## src/rtl/hzd_stall_pipe.sv

```systemverilog
module hzd_stall_pipe #(
  parameter int NREG = 32,
  parameter int NSRC = 3,
  parameter int TAGW = 8,
  parameter int CNTW = 32
) (
  input  logic                      clk,
  input  logic                      rst_n,
  input  logic                      in_valid,
  input  logic [TAGW-1:0]           in_tag,
  input  logic                      in_dst_en,
  input  logic [$clog2(NREG)-1:0]   in_dst,
  input  logic [NSRC-1:0]           in_src_en,
  input  logic [NSRC*$clog2(NREG)-1:0] in_src,
  output logic                      fetch_take,
  output logic                      stall,
  output logic                      dec_valid,
  output logic [TAGW-1:0]           dec_tag,
  output logic                      iss_valid,
  output logic [TAGW-1:0]           iss_tag,
  output logic                      exe_valid,
  output logic [TAGW-1:0]           exe_tag,
  output logic [CNTW-1:0]           retired,
  output logic [CNTW-1:0]           cycles
);
  localparam int RW = $clog2(NREG);
  localparam logic [NREG-1:0] ONE = {{(NREG-1){1'b0}}, 1'b1};

  logic [NREG-1:0]    busy;
  logic               d_de, i_de, x_de;
  logic [RW-1:0]      d_dst, i_dst, x_dst;
  logic [NSRC-1:0]    d_se;
  logic [NSRC*RW-1:0] d_src;
  logic [NSRC-1:0]    hit;

  for (genvar g = 0; g < NSRC; g++) begin : g_hit
    assign hit[g] = d_se[g] && busy[d_src[g*RW +: RW]];
  end

  assign stall      = dec_valid && (|hit);
  assign fetch_take = in_valid && !stall;

  logic adv, keep;
  logic [NREG-1:0] set_m, clr_m;
  assign adv   = dec_valid && !stall;
  assign set_m = (adv && d_de) ? (ONE << d_dst) : '0;
  assign keep  = (iss_valid && i_de && i_dst == x_dst) || (adv && d_de && d_dst == x_dst);
  assign clr_m = (exe_valid && x_de && !keep) ? (ONE << x_dst) : '0;

  always_ff @(posedge clk) begin
    if (!rst_n) begin
      busy      <= '0;
      dec_valid <= 1'b0;
      dec_tag   <= '0;
      d_de      <= 1'b0;
      d_dst     <= '0;
      d_se      <= '0;
      d_src     <= '0;
      iss_valid <= 1'b0;
      iss_tag   <= '0;
      i_de      <= 1'b0;
      i_dst     <= '0;
      exe_valid <= 1'b0;
      exe_tag   <= '0;
      x_de      <= 1'b0;
      x_dst     <= '0;
      retired   <= '0;
      cycles    <= '0;
    end else begin
      busy <= (busy & ~clr_m) | set_m;
      if (!stall) begin
        dec_valid <= in_valid;
        dec_tag   <= in_tag;
        d_de      <= in_dst_en;
        d_dst     <= in_dst;
        d_se      <= in_src_en;
        d_src     <= in_src;
      end
      iss_valid <= adv;
      iss_tag   <= dec_tag;
      i_de      <= d_de;
      i_dst     <= d_dst;
      exe_valid <= iss_valid;
      exe_tag   <= iss_tag;
      x_de      <= i_de;
      x_dst     <= i_dst;
      retired   <= retired + CNTW'(exe_valid);
      cycles    <= cycles + 1'b1;
    end
  end
endmodule

```

## config.mk

```make
export PLATFORM = sky130hd
export DESIGN_NAME = hzd_stall_pipe
export DESIGN_NICKNAME = d
export VERILOG_FILES = /design/src/rtl/hzd_stall_pipe.sv
export SDC_FILE = /design/constraint.sdc
export NUM_CORES = 1
export LEC_CHECK = 0
export ABC_AREA = 1
export BUFFER_PORTS_ARGS = -buffer_cell sky130_fd_sc_hd__buf_2
export CAP_MARGIN = 20
export CORE_MARGIN = 2
export CORE_UTILIZATION = 50
export DETAILED_ROUTE_END_ITERATION = 8
export HOLD_SLACK_MARGIN = 0.05
export PLACE_DENSITY_LB_ADDON = 0.1
export SYNTH_ARGS = -nofsm -noshare
export SYNTH_HDL_FRONTEND = slang
export SYNTH_SLANG_ARGS = --single-unit
```

## constraint.sdc

```tcl
create_clock -name clk -period 3.75 [get_ports clk]
set_clock_uncertainty 0.1 [all_clocks]
set_input_delay 0.1875 -clock clk [delete_from_list [all_inputs] [get_ports clk]]
set_output_delay 0.1875 -clock clk [all_outputs]
set_load 0.02 [all_outputs]
```

==> results.cfg, run 1 <==
[run_status]
status = finished clean

[placement]
place_congestion = 0.9131
dpl.hpwl_um = 15520
place.port_buffers = 127

[clock_tree]
post_cts_buffers = 0
clkLatencyLatePin_ps = 440
cts_tree = done
path_clk_slew_ps = 60
cts-htree-levels = 4
post_cts_resize_count = 0
cts.sinks = 159
cts_buffers = 17
cts_buffer_depth = 2
cts-root-buf = clkbuf_16
cts_hold_buf = 33

[cells_and_area]
syn2layout_area_growth_pct = 20.58
mostFrequentLayoutCell = nand2_1
layout_common_cells = 251 x nand2_1, 159 x dfxtp_1, 157 x nand3_1
fin_nets = 1316
drive_gt1_frac = 0.1650
final_util = 0.6207
n_antenna_cell = 0

[detailed_routing]
via_count = 8129
drt_iter0_drc = 962
drc = 0
first_pass_iters = 7
drt-total-wl_um = 22660
wl_per_cell_um = 15.09
drt.antenna.violating_nets = 0
via_per_inst = 5.412

[timing]
worst_pin_slew_ps = 697.8
setup_violations = 0
relSlewSlack = 0.5348
post-route-period-util = 0.8731
grt_setup_unrepaired = false
tns_ps = 0
fmax_mhz = 305.4
fin_crit_ps = 3274
report.final.slew_viol_count = 0
finalHoldViolations = 0

[synthesis]
ys_seq_area_frac = 0.4052
synthArstFlopShare = 0
syn_area_per_cell_um2 = 6.872
synth_area_um2 = 7855
ys.flop_type = dfxtp_1
synth-seq-cells = 159
syn-num-nets = 1181
synth_cell_type_count = 45
synth_enable_flop_cells = 0
ys_warn_count = 0
syn_inst = 1143

[global_route]
overflow = 0
grt_max_degree = 71
antenna_found_initial = 0
grtUsageMet3 = 0.07060
top_usage_layer = met2
gr-usage-met1 = 0.3862
grt_pass1_vias = 7232
grt_use_met2 = 0.4105
gr-usage-all-layers = 0.2751
grt_first_pass_wirelength_um = 36290

[setup_path]
worstSetupPathType = flip-flop to primary output
cp.arrival_ps = 2990
crit_fanout = 21
required_ps = 3460
startpoint_type = flip-flop
worstSetupEndpointType = primary output

[hold_path]
hold_class = input port to flip-flop

[floorplan]
io_pins = 128
die_h_um = 129.3
num_rows = 45
core_um2 = 15260
die_w_um = 129.3
initial_core_util = 0.5148
dieArea_um2 = 16730

[pwr]
leakage_nw = 4.019
powerDensity_nw_per_um2 = 415.7
ir_drop_v = 0.0003910

[run]
cap_violations = 0
[worst max-delay path, cell delays in order (launching register included)]
cell	delay, ps
dfxtp_1	730
nand2_1	100
nand3_1	110
nand3_1	90
nand2_1	80
nand2_1	50
nand3_1	100
nand3_2	130
nand3_1	150
nand2_1	60
buf_4	190
inv_2	330
buf_4	240
buf_2	180
[Yosys cell counts, types with 4 or more instances]
| cell type | instances | area, µm² |
|---|---|---|
| nand3_2 | 4 | 40.04 |
| a21oi_1 | 72 | 360.4 |
| xnor2_1 | 8 | 70.07 |
| o21ai_1 | 15 | 75.07 |
| nor3_1 | 33 | 165.2 |
| clkbuf_1 | 28 | 105.1 |
| nand4_1 | 27 | 168.9 |
| nor2_1 | 116 | 435.4 |
| nor4_1 | 11 | 68.82 |
| o21ai_0 | 49 | 245.2 |
| nand3_1 | 157 | 785.8 |
| dfxtp_1 | 159 | 3183 |
| inv_2 | 8 | 30.03 |
| xor2_1 | 11 | 96.34 |
| o21a_1 | 9 | 67.56 |
| clkinv_1 | 5 | 18.77 |
| or2_2 | 16 | 100.1 |
| buf_6 | 9 | 101.4 |
| nor3b_1 | 5 | 37.54 |
| inv_1 | 103 | 386.6 |
| nand2_1 | 251 | 942.2 |
| buf_2 | 13 | 65.06 |
[stage by stage]
| step | total power, mW | cells | area, µm² | worst slack [ps] | hold WS, ps |
|---|---|---|---|---|---|
| after floorplan | 2.053 | 1143 | 7855 | 1344 | 222.4 |
| final | 3.937 | 1502 | 9472 | 476.0 | 203.4 |
| after global routing | 4.082 | 1502 | 9472 | 262.8 | 211.3 |
| after detailed placement | 2.143 | 1437 | 8536 | 1020 | 315.3 |
| after CTS | 3.957 | 1502 | 9472 | 510.4 | 182.0 |
| after global placement | 2.141 | 1437 | 8536 | 1009 | 308.0 |
[layout make-up]
| type | count | area, µm² |
|---|---|---|
| Fill cell | 1442 | 5787 |
| Multi-Input combinational cell | 811 | 3926 |
| Sequential cell | 159 | 3183 |
| Timing Repair Buffer | 169 | 1033 |
| Inverter | 120 | 459.2 |
| Clock buffer | 21 | 450.4 |
| Tap cell | 211 | 264.0 |
| Clock inverter | 11 | 155.1 |
[layer usage]
layer | up-vias | part of all wire | wire (µm)
met4 | 0 | 0.027 | 606
met1 | 3632 | 0.45 | 10270
met3 | 70 | 0.092 | 2082
met5 | - | 0 | 0
met2 | 404 | 0.43 | 9702
li1 | 4023 | - | -
[final timing paths]
kind                         startpoint                     end  slack [ps]  cells past startpoint
hold / removal                    rst_n  retired[13]$_SDFF_PN0_         200                      3
setup reg to reg    x_dst[3]$_SDFF_PN0_     busy[20]$_SDFF_PN0_         890                      9
hold reg to reg     i_dst[3]$_SDFF_PN0_     x_dst[3]$_SDFF_PN0_         340                      2
setup / recovery  d_src[0]$_SDFFE_PN0N_                   stall         480                     13
[registers in the layout (all words and copies together) (netlist names)]
name	cells
retired	32
d_src	15
iss_tag	8
dec_tag	8
d_se	3
d_dst	5
cycles	32
i_de	1
dec_valid	1
iss_valid	1
busy	32
i_dst	5
x_de	1
x_dst	5
d_de	1
exe_valid	1
exe_tag	8
[logic make-up (layout without fill, tap and decap cells)]
| logic type | count (synthesis) | count (layout) | synth area share |
|---|---|---|---|
| buffers and inverters | 173 | 321 | 0.09494 |
| adder cells (fa/ha/maj) | 3 | 3 | 0.004779 |
| AND/OR/NAND/NOR | 639 | 639 | 0.3740 |
| AO/OA/AOI/OAI | 150 | 150 | 0.09987 |
| flip-flops | 159 | 159 | 0.4052 |
| XOR/XNOR | 19 | 19 | 0.02119 |
[power by group]
part | leakage, nW | switching [mW] | internal, mW | total [mW]
sequential | 1.29 | 0.0697 | 1.74 | 1.81
combinational | 2.43 | 0.213 | 0.124 | 0.337
clock | 0.291 | 0.721 | 1.07 | 1.80
total | 4.02 | 1.00 | 2.93 | 3.94
No activity file was read; power rests on OpenSTA's default activity.
==> inputs of run 2 (changes only) <==
- CELL_PAD_IN_SITES_DETAIL_PLACEMENT: default -> 1
- CELL_PAD_IN_SITES_GLOBAL_PLACEMENT: default -> 1
- CORE_UTILIZATION: 50 -> 43
==> run 2 against run 1 <==
  * Core utilization fell by 8.9 points
  * Hold slack improved by 31 ps
  * Maximum frequency rose by 0.72%
  * Non-clock buffer count fell by 2
  * Wire length rose by 19%
  * Via count rose by 1.2%
  * Global-route usage rose by 0.68 points
  * Flip-flop and latch count did not move
  * Highest routed layer unchanged
==> results.cfg, run 2 (synthesis results as in run 1) <==
[run_status]
status = finished clean

[setup_path]
cp_slowest_cell = dfxtp_1
required_ps = 3460
path_delay_family = simple AND/OR/NAND/NOR gates
cp.arrival_ps = 2960
path_cells = nand2_1, nand3_1, nand3_1, nand2_1, nand2_1, nand3_1, nand3_2, nand3_1, nand2_1, inv_2, buf_2
ff2ff_path_depth = 13
worstSetupEndpointType = primary output
slowest_delay_ps = 720
crit_fanout = 34
r2r_start = d_src[5]$_SDFFE_PN0N_
startpoint_type = flip-flop
rr_endpoint = d_src[7]$_SDFFE_PN0N_
rrSetupSlack_ps = 810
worstSetupPathType = flip-flop to primary output
cp.buffers_inverters = 2

[clock_tree]
path_clk_slew_ps = 70
cts.sinks = 159
cts-htree-levels = 4
post_cts_buffers = 0
cts_buffer_depth = 2
cts_buffers = 17
cts-root-buf = clkbuf_16
cts_tree = done
clkLatencyLatePin_ps = 440

[global_route]
grt_first_pass_wirelength_um = 43980
antenna_found_initial = 0
gr-usage-met1 = 0.3654
grtUsageMet3 = 0.06146
grt_pass1_vias = 8472
overflow = 0
grt_max_degree = 66
top_usage_layer = met2
gr-usage-all-layers = 0.2819
grt_use_met2 = 0.4656

[hold_path]
holdCritStartpoint = rst_n
holdPathEnd = retired[0]$_SDFF_PN0_
min_path_cells = 3
hold_class = input port to flip-flop

[cells_and_area]
fin_nets = 1314
n_antenna_cell = 0
num-fill-cells = 2354
syn2layout_area_growth_pct = 21.52
mostFrequentLayoutCell = nand2_1
drive_gt1_frac = 0.1660
reg_top3 = busy x32, cycles x32, retired x32
instances_no_fill = 1518
layout_common_cells = 251 x nand2_1, 159 x dfxtp_1, 157 x nand3_1
final_util = 0.5314
post-route-cell-area_um2 = 9545

[detailed_routing]
drc = 0
drt-total-wl_um = 26920
drt.antenna.violating_nets = 0
first_pass_iters = 5
drt_iter0_drc = 516
wl_per_cell_um = 17.74
via_count = 8227
via_per_inst = 5.420

[placement]
dp.cells = 1453
place.port_buffers = 127
dpl.hpwl_um = 18440
place_area_um2 = 8568
place_congestion = 0.8993

[timing]
setup_violations = 0
whs_ps = 234.5
finalHoldViolations = 0
fmax_mhz = 307.6
worst_pin_slew_ps = 774.3
fin_crit_ps = 3251
relSlewSlack = 0.4838
post-route-period-util = 0.8668
grt_setup_unrepaired = false
tns_ps = 0
report.final.slew_viol_count = 0

[floorplan]
die_h_um = 139.2
initial_core_util = 0.4373
dieArea_um2 = 19360
num_rows = 49
die_w_um = 139.2
core_um2 = 17960
io_pins = 128

[pwr]
switching_share = 0.2763
switchingPower_mw = 1.124
internal_power_mw = 2.945
seqPwrFrac = 0.444
powerDensity_nw_per_um2 = 426.3
ir_drop_v = 0.0002988
combPwrFrac = 0.087
p_clk_frac = 0.469
leakage_nw = 4.037

[run]
cap_violations = 0
-- run 2: through the flow --
step	setup slack (ps)	total power, mW
3_5_place_dp	977.3	2.160
3_3_place_gp	1010	2.151
2_1_floorplan	1344	2.053
5_1_grt	327.5	4.200
6_report	499.4	4.069
4_1_cts	570.2	4.084
-- run 2: power by group through the flow --
stage | registers [mW] | logic [mW] | clock network [mW]
2_1_floorplan | 1.82 | 0.230 | 0
3_3_place_gp | 1.84 | 0.309 | 0
3_5_place_dp | 1.84 | 0.318 | 0
4_1_cts | 1.80 | 0.349 | 1.93
5_1_grt | 1.81 | 0.390 | 2.00
6_report | 1.81 | 0.353 | 1.91
-- run 2: metal layers --
| layer | up-vias | wire (µm) |
|---|---|---|
| li1 | 4017 | - |
| met1 | 3921 | 12300 |
| met2 | 238 | 12450 |
| met3 | 51 | 1482 |
| met4 | 0 | 686 |
| met5 | - | 0 |
-- run 2: layout make-up --
class                   instances  area [µm²]  area share
clock buffers                  17       425.4     0.04457
well taps                     229       286.5     0.03002
flip-flops and latches        159        3183      0.3335
repair buffers                167        1044      0.1093
clock inverters                15       221.5     0.02320
inverters                     120       459.2     0.04811
multi-input cells             811        3926      0.4113
-- run 2: worst max path at each step --
stage	cells past startpoint	end	start	slack, ps
after detailed placement	14	busy[17]$_SDFF_PN0_	d_src[0]$_SDFFE_PN0N_	980
after global placement	13	d_src[7]$_SDFFE_PN0N_	d_src[5]$_SDFFE_PN0N_	1010
after floorplan	12	retired[28]$_SDFF_PN0_	exe_valid$_SDFF_PN0_	1340
final	11	stall	d_src[5]$_SDFFE_PN0N_	500
after global routing	11	stall	d_src[5]$_SDFFE_PN0N_	330
after CTS	11	stall	d_src[5]$_SDFFE_PN0N_	570
-- run 2: worst register-to-register path, stage by stage (launching register included) --
cell and delay, ps:
dfxtp_1 720, nand2_1 160, nand3_1 150, nand3_1 100, nand2_1 110, nand2_1 60, nand3_1 120, nand3_2 150
nand3_1 120, nand2_1 80, inv_2 480, buf_4 290, o21ai_0 100, a21oi_1 140
-- run 2: what timing repair did --
| action | 4_1_cts | 5_1_grt |
|---|---|---|
| hold buffers | 33 | 0 |
| endpoints found under the setup margin | 0 | 0 |
| gates resized for setup | 0 | 0 |
| endpoints found under the hold margin | 33 | 0 |
